<file path="src/rtl/ddr_wr_pkg.sv">
package ddr_wr_pkg;
  localparam int DEF_ADDR_W = 34;
  localparam int DEF_BSZ_W  = 8;
  localparam int DEF_BEAT_W = 72;
  localparam int DEF_BEATS  = 4;
  localparam int DEF_JOBS   = 4;
  localparam int DEF_LEAD   = 3;

  typedef enum logic {
    MODE_EARLY = 1'b0,
    MODE_LATE  = 1'b1
  } strobe_mode_e;
endpackage

</file>
<file path="src/rtl/ddr_wr_job_stage.sv">
module ddr_wr_job_stage #(
  parameter int ADDR_W = 34,
  parameter int BSZ_W  = 8
) (
  input  logic              clk,
  input  logic              rst,
  input  logic              job_valid,
  output logic              job_ready,
  input  logic [ADDR_W-1:0] job_addr,
  input  logic [BSZ_W-1:0]  job_bsize,
  input  logic              mc_busy,
  input  logic              slot_free,
  output logic              mc_wr_req,
  output logic [ADDR_W-1:0] mc_addr,
  output logic [BSZ_W-1:0]  mc_burst,
  output logic              hold_valid,
  output logic              req_fire
);
  logic [ADDR_W-1:0] addr_q;
  logic [BSZ_W-1:0]  bsize_q;

  assign job_ready = !hold_valid;
  assign mc_wr_req = hold_valid && !mc_busy && slot_free;
  assign req_fire  = mc_wr_req;
  assign mc_addr   = addr_q;
  assign mc_burst  = bsize_q;

  always_ff @(posedge clk) begin
    if (rst) begin
      hold_valid <= 1'b0;
      addr_q     <= '0;
      bsize_q    <= '0;
    end else if (!hold_valid && job_valid) begin
      hold_valid <= 1'b1;
      addr_q     <= job_addr;
      bsize_q    <= job_bsize;
    end else if (req_fire) begin
      hold_valid <= 1'b0;
    end
  end
endmodule

</file>
<file path="src/rtl/ddr_wr_owed_fifo.sv">
module ddr_wr_owed_fifo #(
  parameter int BSZ_W = 8,
  parameter int JOBS  = 4,
  localparam int CNT_W = BSZ_W + 1,
  localparam int PTR_W = (JOBS > 1) ? $clog2(JOBS) : 1,
  localparam int LVL_W = $clog2(JOBS + 1)
) (
  input  logic             clk,
  input  logic             rst,
  input  logic             push,
  input  logic [BSZ_W-1:0] push_bsize,
  input  logic             spend,
  output logic             slot_free,
  output logic             owed_any,
  output logic [LVL_W-1:0] level,
  output logic             retire
);
  function automatic logic [CNT_W-1:0] words_owed(input logic [BSZ_W-1:0] b);
    logic [CNT_W-1:0] n;
    n = (b == '0) ? CNT_W'(1) : CNT_W'(b);
    return n << 1;
  endfunction

  function automatic logic [PTR_W-1:0] ptr_next(input logic [PTR_W-1:0] p);
    return (p == PTR_W'(JOBS - 1)) ? '0 : p + 1'b1;
  endfunction

  logic [CNT_W-1:0] owed_mem [JOBS];
  logic [PTR_W-1:0] wr_ptr, rd_ptr;
  logic [CNT_W-1:0] used;
  logic             push_ok, consume;

  assign owed_any  = (level != '0);
  assign slot_free = (level != LVL_W'(JOBS));
  assign push_ok   = push && slot_free;
  assign consume   = spend && owed_any;
  assign retire    = consume && ((used + 1'b1) == owed_mem[rd_ptr]);

  always_ff @(posedge clk) begin
    if (push_ok) owed_mem[wr_ptr] <= words_owed(push_bsize);
  end

  always_ff @(posedge clk) begin
    if (rst) begin
      wr_ptr <= '0;
      rd_ptr <= '0;
      used   <= '0;
      level  <= '0;
    end else begin
      if (push_ok) wr_ptr <= ptr_next(wr_ptr);
      if (consume) begin
        if (retire) begin
          used   <= '0;
          rd_ptr <= ptr_next(rd_ptr);
        end else begin
          used <= used + 1'b1;
        end
      end
      level <= level + LVL_W'(push_ok) - LVL_W'(retire);
    end
  end
endmodule

</file>
<file path="src/rtl/ddr_wr_prefetch.sv">
module ddr_wr_prefetch #(
  parameter int WORD_W = 288
) (
  input  logic              clk,
  input  logic              rst,
  input  logic              fetch_valid,
  output logic              fetch_ready,
  input  logic [WORD_W-1:0] fetch_data,
  input  logic              pop,
  output logic [WORD_W-1:0] head,
  output logic              have_word
);
  logic [WORD_W-1:0] slot [2];
  logic              wr_sel, rd_sel;
  logic [1:0]        cnt;
  logic              load, take;

  assign fetch_ready = (cnt != 2'd2);
  assign have_word   = (cnt != 2'd0);
  assign load        = fetch_valid && fetch_ready;
  assign take        = pop && have_word;
  assign head        = slot[rd_sel];

  always_ff @(posedge clk) begin
    if (load) slot[wr_sel] <= fetch_data;
  end

  always_ff @(posedge clk) begin
    if (rst) begin
      wr_sel <= 1'b0;
      rd_sel <= 1'b0;
      cnt    <= 2'd0;
    end else begin
      if (load) wr_sel <= !wr_sel;
      if (take) rd_sel <= !rd_sel;
      cnt <= cnt + 2'(load) - 2'(take);
    end
  end
endmodule

</file>
<file path="src/rtl/ddr_wr_strobe_align.sv">
module ddr_wr_strobe_align
  import ddr_wr_pkg::*;
#(
  parameter int LEAD = 3
) (
  input  logic clk,
  input  logic rst,
  input  logic early_strobe,
  input  logic late_mode,
  output logic take
);
  strobe_mode_e mode;
  assign mode = strobe_mode_e'(late_mode);

  generate
    if (LEAD < 2) begin : g_direct
      assign take = early_strobe;
    end else begin : g_line
      logic [LEAD-2:0] dly;
      always_ff @(posedge clk) begin
        if (rst) dly[0] <= 1'b0;
        else     dly[0] <= early_strobe;
      end
      for (genvar i = 1; i < LEAD - 1; i++) begin : g_stage
        always_ff @(posedge clk) begin
          if (rst) dly[i] <= 1'b0;
          else     dly[i] <= dly[i-1];
        end
      end
      assign take = (mode == MODE_LATE) ? dly[LEAD-2] : early_strobe;
    end
  endgenerate
endmodule

</file>
<file path="src/rtl/ddr_wr_client.sv">
module ddr_wr_client
  import ddr_wr_pkg::*;
#(
  parameter int ADDR_W = DEF_ADDR_W,
  parameter int BSZ_W  = DEF_BSZ_W,
  parameter int BEAT_W = DEF_BEAT_W,
  parameter int BEATS  = DEF_BEATS,
  parameter int JOBS   = DEF_JOBS,
  parameter int LEAD   = DEF_LEAD,
  localparam int WORD_W = BEAT_W * BEATS,
  localparam int LVL_W  = $clog2(JOBS + 1)
) (
  input  logic              clk,
  input  logic              rst,
  input  logic              late_mode,
  input  logic              job_valid,
  output logic              job_ready,
  input  logic [ADDR_W-1:0] job_addr,
  input  logic [BSZ_W-1:0]  job_bsize,
  input  logic              fetch_valid,
  output logic              fetch_ready,
  input  logic [WORD_W-1:0] fetch_data,
  input  logic              mc_busy,
  output logic              mc_wr_req,
  output logic [ADDR_W-1:0] mc_addr,
  output logic [BSZ_W-1:0]  mc_burst,
  input  logic              mc_early_strobe,
  output logic [WORD_W-1:0] mc_wdata,
  output logic              strobe_err
);
  logic              hold_valid, req_fire, slot_free;
  logic              owed_any, retire, take, have_word, word_go;
  logic [LVL_W-1:0]  owed_level;
  logic [WORD_W-1:0] pf_head;

  ddr_wr_job_stage #(.ADDR_W(ADDR_W), .BSZ_W(BSZ_W)) u_job (
    .clk(clk), .rst(rst),
    .job_valid(job_valid), .job_ready(job_ready),
    .job_addr(job_addr), .job_bsize(job_bsize),
    .mc_busy(mc_busy), .slot_free(slot_free),
    .mc_wr_req(mc_wr_req), .mc_addr(mc_addr), .mc_burst(mc_burst),
    .hold_valid(hold_valid), .req_fire(req_fire)
  );

  ddr_wr_owed_fifo #(.BSZ_W(BSZ_W), .JOBS(JOBS)) u_owed (
    .clk(clk), .rst(rst),
    .push(req_fire), .push_bsize(mc_burst),
    .spend(word_go),
    .slot_free(slot_free), .owed_any(owed_any),
    .level(owed_level), .retire(retire)
  );

  ddr_wr_prefetch #(.WORD_W(WORD_W)) u_pf (
    .clk(clk), .rst(rst),
    .fetch_valid(fetch_valid), .fetch_ready(fetch_ready),
    .fetch_data(fetch_data),
    .pop(word_go), .head(pf_head), .have_word(have_word)
  );

  ddr_wr_strobe_align #(.LEAD(LEAD)) u_align (
    .clk(clk), .rst(rst),
    .early_strobe(mc_early_strobe), .late_mode(late_mode),
    .take(take)
  );

  assign word_go = take && owed_any && have_word;

  always_ff @(posedge clk) begin
    if (rst) begin
      mc_wdata   <= '0;
      strobe_err <= 1'b0;
    end else begin
      mc_wdata <= word_go ? pf_head : '0;
      if (take && !word_go) strobe_err <= 1'b1;
    end
  end
endmodule

</file>
<file path="config.mk">
export PLATFORM = sky130hd
export DESIGN_NAME = ddr_wr_client
export DESIGN_NICKNAME = d
export VERILOG_FILES = /design/src/rtl/ddr_wr_pkg.sv /design/src/rtl/ddr_wr_job_stage.sv /design/src/rtl/ddr_wr_owed_fifo.sv /design/src/rtl/ddr_wr_prefetch.sv /design/src/rtl/ddr_wr_strobe_align.sv /design/src/rtl/ddr_wr_client.sv
export SDC_FILE = /design/constraint.sdc
export NUM_CORES = 1
export LEC_CHECK = 0
export CAP_MARGIN = 10
export CORE_MARGIN = 10
export CORE_UTILIZATION = 30
export DETAILED_ROUTE_END_ITERATION = 10
export SYNTH_ARGS = -nofsm -noshare
export SYNTH_HDL_FRONTEND = slang
export SYNTH_SLANG_ARGS = --single-unit
</file>
<file path="constraint.sdc">
create_clock -name clk -period 43.8 [get_ports clk]
set_clock_uncertainty 0.05 [all_clocks]
set_input_delay 10.95 -clock clk [delete_from_list [all_inputs] [get_ports clk]]
set_output_delay 10.95 -clock clk [all_outputs]
set_load 0.02 [all_outputs]
</file>
Word level (Yosys, flattened, before mapping)
Memories as Yosys holds them, arrays and structs flattened. A register that Yosys moved wholly into a read port is not among the register bits.
Index checks and enable logic that the tools add are counted.
{"block": "totals", "register_bits": 66, "ram_bits": 608, "in_bits": 337, "output_inout_bits": 334, "wordCells": 63, "n_memories": 2}
{"block": "op_classes", "n_addsub": 7, "n_eq_ne": 5, "mux": 13, "bitwise_logic": 1, "n_reduce_logical": 22}
{"name": "u_pf.slot", "depth": 2, "word_bits": 288, "rd": 1, "rd_clocked_by_memory_dff": 1, "write_ports": 1, "line_no": "ddr_wr_prefetch.sv:13", "source": "logic [WORD_W-1:0] slot [2];"}
{"name": "u_owed.owed_mem", "depth": 4, "word_bits": 8, "rd": 1, "rd_clocked_by_memory_dff": 1, "write_ports": 1, "line_no": "ddr_wr_owed_fifo.sv:28", "source": "logic [CNT_W-1:0] owed_mem [JOBS];"}
{"cell": "$logic_and A1 B1 Y1", "n": 11}
{"cell": "$add A9 B1 Y9 const B", "n": 1}
{"cell": "$eq A9 B9 Y1", "n": 1}
{"cell": "$mux W9", "n": 1}
{"cell": "$logic_not A8 Y1", "n": 1}
{"cell": "$mux W2", "n": 4}
{"cell": "$mux W8", "n": 1}
{"cell": "$mux W1", "n": 7}
{"cell": "$logic_not A1 Y1", "n": 5}
{"cell": "$add A2 B1 Y2 const B", "n": 2}
{"cell": "$eq A2 B2 Y1 const B", "n": 2}
{"cell": "$reduce_bool A2 Y1", "n": 2}
{"cell": "$add A3 B1 Y3", "n": 1}
{"cell": "$ne A3 B3 Y1 const B", "n": 1}
{"cell": "$reduce_bool A3 Y1", "n": 1}
{"cell": "$sub A3 B1 Y3", "n": 1}
{"cell": "$add A2 B1 Y2", "n": 1}
{"cell": "$ne A2 B2 Y1 const B", "n": 1}
{"cell": "$reduce_and A2 Y1", "n": 1}
{"cell": "$reduce_or A2 Y1", "n": 1}
{"cell": "$sub A2 B1 Y2", "n": 1}
{"cell": "$not A1 Y1", "n": 1}

Longest topological paths before layout
Gate-level depths: netlist of the first run.
{"block": "logic_depth", "depth_word": 8, "depth_mapped": 13, "depth_no_buf": 12}

Modules after synthesis
From an unflattened synthesis of the first run, not the netlist that was laid out.
{"block": "hier_totals", "hier_cells": 1923, "area_unflattened_um2": 34101.5}
{"module": "ddr_wr_prefetch", "instances": 1, "cells_per_inst": 925, "area_per_inst_um2": 21872.2, "seq_area_each_um2": 17396.7}
{"module": "ddr_wr_client", "instances": 1, "cells_per_inst": 614, "area_per_inst_um2": 7797.5, "seq_area_each_um2": 5785.5}
{"module": "ddr_wr_owed_fifo", "instances": 1, "cells_per_inst": 182, "area_per_inst_um2": 2312.2, "seq_area_each_um2": 1321.3}
{"module": "ddr_wr_job_stage", "instances": 1, "cells_per_inst": 197, "area_per_inst_um2": 2052.0, "seq_area_each_um2": 860.8}
{"module": "ddr_wr_strobe_align", "instances": 1, "cells_per_inst": 5, "area_per_inst_um2": 67.6, "seq_area_each_um2": 40.0}

Worst setup path before layout of the first run
Ideal clock, no wire load.
{"block": "synth_timing", "kind": "input port to flip-flop", "start": "in fetch_valid", "end": "mem u_pf.slot[0][0] (enable)", "setup_time_ns": 0.943, "arrival_ns": 22.967, "required_ns": 42.807, "setup_slack_ns": 19.840, "path_stages": 2, "n_path_buf": 0, "cell_sequence": "nand2_1 -> nor2_1"}
{"block": "synth_between", "elab_chain_len": 3}
{"item": "start, declared", "line_no": "ddr_wr_client.sv:20", "source": "input logic fetch_valid,"}
{"item": "$logic_and A1 B1 Y1", "line_no": "ddr_wr_prefetch.sv:20", "source": "assign load = fetch_valid && fetch_ready;"}
{"item": "$mux W1", "line_no": "ddr_wr_prefetch.sv:25", "source": "if (load) slot[wr_sel] <= fetch_data;"}
{"item": "$mux W1 (not written as such)", "line_no": "ddr_wr_prefetch.sv:25"}
{"item": "end, declared", "line_no": "ddr_wr_prefetch.sv:13"}
No other way between the ends.

Worst setup path after layout of the first run
{"block": "layout_timing", "start": "in mc_busy", "end": "out mc_wr_req"}
{"block": "layout_between", "elab_chain_len": 3}
{"item": "start, declared", "line_no": "ddr_wr_client.sv:23", "source": "input logic mc_busy,"}
{"item": "$logic_not A1 Y1", "line_no": "ddr_wr_job_stage.sv:23", "source": "assign mc_wr_req = hold_valid && !mc_busy && slot_free;"}
{"item": "$logic_and A1 B1 Y1 (2 in series)", "line_no": "ddr_wr_job_stage.sv:23"}
{"item": "end, declared", "line_no": "ddr_wr_client.sv:24", "source": "output logic mc_wr_req,"}
No other way between the ends.

==> impl_metrics.yaml, run 1 <==
clock_tree:
  cts.sinks: 964
  numCtsBuffers: 101
  cts-resized-gates: 0
  cts_setup_buffers: 0
  cts_max_level: 3
  root_buffer: "clkbuf_16"
  cts-hold-fix-buffers: 0
  clockBufferDepth: 3
  clock_latency_ns: 0.66
  clk_pin_slew_ns: 0.06
  cts_tree: "yes"
grt:
  grt_pass1_vias: 18500
  grt_pass1_wl_um: 116000
  overflow: 0
  antenna_found_initial: 19
  grt_max_degree: 141
  grt_usage: 0.130
critical_path:
  cp_slowest_cell: "clkdlybuf4s50_1"
  crit_type: "in2out"
  end_kind: "output pin"
  worstSetupEndpoint: "mc_wr_req"
  setup.worst_path.start_class: "input port"
  cpPeakStageDelay_ns: 0.62
  cp_cell_sequence: "clkdlybuf4s50_1, a311oi_1, buf_4, clkdlybuf4s50_1"
  arrival_ns: 12.65
  critical_path_depth: 4
  cp_max_fo: 8
  path_common_cell: "clkdlybuf4s50_1"
  critPathTopFamily: "buffers and inverters"
  startpoint: "mc_busy"
  ff2ff_path_depth: 6
  path_buf_inv: 3
  r2r_end: "u_pf.slot[0][30]$_DFFE_PP_"
  crit-reg2reg-launch: "u_pf.cnt[0]$_SDFF_PP0_"
  r2r_setup_slack_ns: 40.29
  required_ns: 32.80
route:
  drt_drc_violations_left: 0
  detail_route.wl_per_cell_um: 19.8
  drtPass1Iterations: 5
  vias: 17300
  via_per_inst: 4.26
  dr.first_iter.drc_count: 733
  finalWirelength_um: 80300
  drt.antenna.violating_nets: 0
floorplan:
  initial_core_util: 0.302
  rows: 118
  die_y_um: 343
  die_area_sq_um: 118000
  io_pins: 671
  coreArea_sq_um: 104000
  fp.dieW_um: 343
pwr:
  combPwrFrac: 0.066
  switching_power_uw: 438
  clockPowerShare: 0.415
  ir_drop_uv: 35.4
  seqPwrFrac: 0.520
  leakagePower_uw: 0.0144
  p_int_uw: 1590
  switching_share: 0.216
  power_density_nw_per_um2: 47.2
synth:
  synth_seq_cells: 964
  syn_area_sq_um: 31300
  synth_fp_nets: 2237
  avgSynthCellArea_sq_um: 16.6
  yosys.cell_count.top_type: "edfxtp_1"
  synth_top_area_cell: "edfxtp_1"
  yosys_warnings: 0
  synthArstFlopShare: 0
  synth_cell_types: 39
  syn_inst: 1889
  yosysSeqAreaShare: 0.810
  synthFlopType: "edfxtp_1"
  netlist_top_cells_count: "edfxtp_1 (608), dfxtp_1 (356), nor2_1 (306)"
  synth_edf_count: 608
  synthTopCellsByArea: "edfxtp_1 (58%), dfxtp_1 (23%), mux2i_1 (9.3%)"
  yosysTopAreaCellShare: 0.582
sta:
  min_period_ns: 23.65
  worstMarginPinSlew_ns: 1.30
  setup-violations-final: 0
  slew_viol_final: 0
  max_freq_mhz: 42.3
  tns_ns: 0
  hold_viol: 0
  period_share: 0.540
  rsz0062_at_grt: "no"
  relSlewSlack: 0.130
  finalWorstSetupSlack_ns: 20.15
run_status:
  status: "completed"
min_path:
  hold_class: "reg2reg"
place:
  dp_hpwl_um: 54900
  dp_slack_ns: 20.16
  post_dp_cell_area_sq_um: 39600
  io_buffers: 670
  gp_congestion: 0.784
final_layout:
  drive_above_1_share: 0.0713
  nets: 2938
  final_cell_area_sq_um: 42900
  area_growth_pct: 37.0
job:
  drv_cap: 0
## power by group through the flow
stage	logic (uW)	clock network, uW	registers [uW]
after global placement	133	0	1070
after global routing	146	902	1060
final	133	840	1050
after floorplan	58.6	0	1100
after CTS	137	868	1050
after detailed placement	136	0	1070
## final cells by class
cell class,count,area (sq um)
fillers,9402,60700
flip-flops and latches,964,25400
repair buffers,688,6860
multi-input cells,824,5590
clock buffers,136,2810
well taps,1380,1730
clock inverters,54,507
inverters,11,41.3
diodes,6,15.0
## routing by layer
layer,up-vias,share of wire,track usage
met5,-,0.0025,0
li1,8179,-,-
met2,532,0.49,0.221
met1,8429,0.38,0.144
met3,143,0.093,0.0586
met4,30,0.027,0.0424
## cells in the final DEF (no fill, tap or decap), drive strengths merged, types with 4 or more instances in the layout
cell type,instances
and3,5
buf,19
clkinv,39
nor2b,9
clkbuf,136
xnor2,11
xor2,4
inv,16
o31ai,5
dfxtp,356
nand2,93
xnor3,4
a21oi,46
mux2i,292
ha,10
bufinv,7
nor2,306
mux4,8
and2,4
clkdlybuf4s50,669
diode,6
edfxtp,608
a22o,5
## worst register-to-register path: stages, from the launching register on
cell and delay (ns):
dfxtp_1 0.34, inv_1 0.07, nand2_1 0.12, nand2_1 0.15, nor2_4 0.58, buf_4 0.77
buf_4 0.98
## worst min path at each step
stage                                           from                                to  slack (ns)  depth (start not counted)
floorplan           u_align.g_line.dly[0]$_SDFF_PP0_  u_align.g_line.dly[1]$_SDFF_PP0_        0.36                          1
global placement    u_align.g_line.dly[0]$_SDFF_PP0_  u_align.g_line.dly[1]$_SDFF_PP0_        0.38                          1
detailed placement  u_align.g_line.dly[0]$_SDFF_PP0_  u_align.g_line.dly[1]$_SDFF_PP0_        0.39                          1
CTS                   u_job.mc_addr[28]$_SDFFE_PP0P_    u_job.mc_addr[28]$_SDFFE_PP0P_        0.41                          2
global route           u_job.mc_addr[4]$_SDFFE_PP0P_     u_job.mc_addr[4]$_SDFFE_PP0P_        0.43                          2
finish                u_job.mc_addr[26]$_SDFFE_PP0P_    u_job.mc_addr[26]$_SDFFE_PP0P_        0.41                          2
## flip-flops by register name, summed over array words and instances, names as in the netlist, 3 cells and up, named ones only
register         flops
u_owed.used          9
u_pf.slot          576
u_owed.level         3
u_job.mc_addr       34
mc_wdata           288
u_job.mc_burst       8
u_owed.owed_mem     32
## cells by family after synthesis
| kind of cell | Yosys count | share of synthesized area |
|---|---|---|
| flops | 964 | 0.810 |
| compound gates | 61 | 0.0113 |
| mux | 301 | 0.100 |
| simple gates | 432 | 0.0545 |
| buf+inv | 101 | 0.0126 |
| fa+ha+maj | 11 | 0.00463 |
| xor+xnor | 19 | 0.00707 |
## metrics by stage
stage | instances | utilization | total power (uW) | hold WS (ns)
2_1_floorplan | 1889 | - | 1160 | 0.364
3_3_place_gp | 3867 | 0.382 | 1200 | 0.378
3_5_place_dp | 3867 | 0.382 | 1210 | 0.387
4_1_cts | 4057 | 0.414 | 2060 | 0.406
5_1_grt | 4061 | 0.414 | 2110 | 0.427
6_report | 4063 | 0.414 | 2030 | 0.406
(Power assumes the default switching activity.)
==> inputs of run 2 (changes only) <==
==> constraint.sdc (replaced) <==
create_clock -name clk -period 19.6 [get_ports clk]
set_clock_uncertainty 0.05 [all_clocks]
set_input_delay 4.9 -clock clk [delete_from_list [all_inputs] [get_ports clk]]
set_output_delay 4.9 -clock clk [all_outputs]
set_load 0.02 [all_outputs]
==> run 2 against run 1 <==
Compared with the run above:
- register-to-register slack got worse by 24 ns
- count of clock-buffer cells in the layout up 18
- first-iteration DRC count is 11% higher
- clock power rose by 120%
- hold slack worse by 0.0053 ns
==> impl_metrics.yaml, run 2 (same netlist as run 1, synthesis figures left out) <==
run_status:
  status: "completed"
clock_tree:
  cts-hold-fix-buffers: 0
  clock_latency_ns: 0.65
  cts.sinks: 964
  numCtsBuffers: 99
  cts_tree: "yes"
  clk_pin_slew_ns: 0.06
  cts_setup_buffers: 0
  clockBufferDepth: 3
  root_buffer: "clkbuf_16"
  cts_max_level: 3
  cts-resized-gates: 0
place:
  io_buffers: 670
  dp_hpwl_um: 54700
  dp_slack_ns: 8.04
  gp_congestion: 0.799
floorplan:
  initial_core_util: 0.302
  die_area_sq_um: 118000
  coreArea_sq_um: 104000
  die_y_um: 343
  rows: 118
  io_pins: 671
  fp.dieW_um: 343
critical_path:
  cp_max_fo: 8
  required_ns: 14.65
  end_kind: "output pin"
  crit_type: "in2out"
  arrival_ns: 6.61
  setup.worst_path.start_class: "input port"
route:
  drtPass1Iterations: 5
  finalWirelength_um: 80000
  vias: 17200
  drt.antenna.violating_nets: 0
  dr.first_iter.drc_count: 815
  via_per_inst: 4.24
  detail_route.wl_per_cell_um: 19.7
  drt_drc_violations_left: 0
pwr:
  clockPowerShare: 0.411
  p_int_uw: 3540
  seqPwrFrac: 0.523
  leakagePower_uw: 0.0143
  ir_drop_uv: 59.3
  switching_share: 0.213
  power_density_nw_per_um2: 105
  combPwrFrac: 0.066
  switching_power_uw: 958
sta:
  hold_viol: 0
  relSlewSlack: 0.146
  rsz0062_at_grt: "no"
  period_share: 0.590
  slew_viol_final: 0
  finalWorstSetupSlack_ns: 8.04
  worstMarginPinSlew_ns: 1.28
  min_period_ns: 11.56
  max_freq_mhz: 86.5
  tns_ns: 0
  setup-violations-final: 0
final_layout:
  drive_above_1_share: 0.0662
  final_common_cell: "clkdlybuf4s50_1"
  area_growth_pct: 36.8
  largest_reg_flops: 576
  n_fill_cell: 9346
  regArea_sq_um: 25400
  nets: 2936
  top_register: "u_pf.slot"
  multi_input_area_sq_um: 5590
  final_cell_mix: "clkdlybuf4s50_1 (669), edfxtp_1 (608), dfxtp_1 (355)"
grt:
  grt_pass1_vias: 18400
  antenna_found_initial: 18
  grt_pass1_wl_um: 117000
  overflow: 0
  grt_usage: 0.130
  grt_max_degree: 167
job:
  drv_cap: 0
min_path:
  hold_class: "reg2reg"
[run 2: cell types whose count changed in the layout (fill, tap and decap cells not counted), moves of 3 or more]
cell / previous run / this run
clkbuf_1: 23 / 36
clkinv_4: 5 / 2
clkbuf_8: 9 / 14
clkinv_1: 7 / 3
clkinv_2: 25 / 13
[run 2: power groups by stage]
| stage | logic, uW | clock network, uW | registers (uW) |
|---|---|---|---|
| final | 297 | 1850 | 2350 |
| after global routing | 325 | 1990 | 2360 |
| after CTS | 307 | 1910 | 2350 |
| after detailed placement | 305 | 0 | 2400 |
| after global placement | 299 | 0 | 2390 |
| after floorplan | 131 | 0 | 2450 |
[run 2: critical path, cell delays in order]
cell	delay, ns
clkdlybuf4s50_1	0.43
a311oi_1	0.40
buf_4	0.25
clkdlybuf4s50_1	0.62
[run 2: routing by layer]
layer  global-route usage  up-vias  wire length (um)
met5                    0        -               171
met1                0.146     8329             30600
li1                     -     8167                 -
met2                0.220      529             39200
met3               0.0576      154              7780
met4               0.0423       26              2200
[run 2: cell type report]
| cell class | count | area share |
|---|---|---|
| Timing Repair Buffer | 688 | 0.160 |
| Clock buffer | 154 | 0.0684 |
| Tap cell | 1380 | 0.0403 |
| Clock inverter | 31 | 0.00733 |
| Multi-Input combinational cell | 824 | 0.130 |
| Antenna cell | 5 | 0.000292 |
| Sequential cell | 964 | 0.592 |
| Inverter | 11 | 0.000963 |
[run 2: stage by stage]
step | utilization | power, uW | instance area, sq um | instances | hold slack [ns]
finish | 0.414 | 4500 | 42900 | 4057 | 0.400
floorplan | - | 2590 | 31300 | 1889 | 0.364
global route | 0.414 | 4680 | 42900 | 4055 | 0.423
CTS | 0.413 | 4570 | 42800 | 4052 | 0.405
global placement | 0.382 | 2690 | 39600 | 3867 | 0.382
detailed placement | 0.382 | 2700 | 39600 | 3867 | 0.384
[run 2: final timing paths]
path / endpoint / start / slack (ns) / cells after the start
max reg2reg: u_pf.slot[1][10]$_DFFE_PP_ / u_pf.cnt[0]$_SDFF_PP0_ / 15.98 / 5
min: u_align.g_line.dly[1]$_SDFF_PP0_ / u_align.g_line.dly[0]$_SDFF_PP0_ / 0.40 / 1
min reg2reg: u_align.g_line.dly[1]$_SDFF_PP0_ / u_align.g_line.dly[0]$_SDFF_PP0_ / 0.40 / 1
max: mc_wr_req / mc_busy / 8.04 / 4
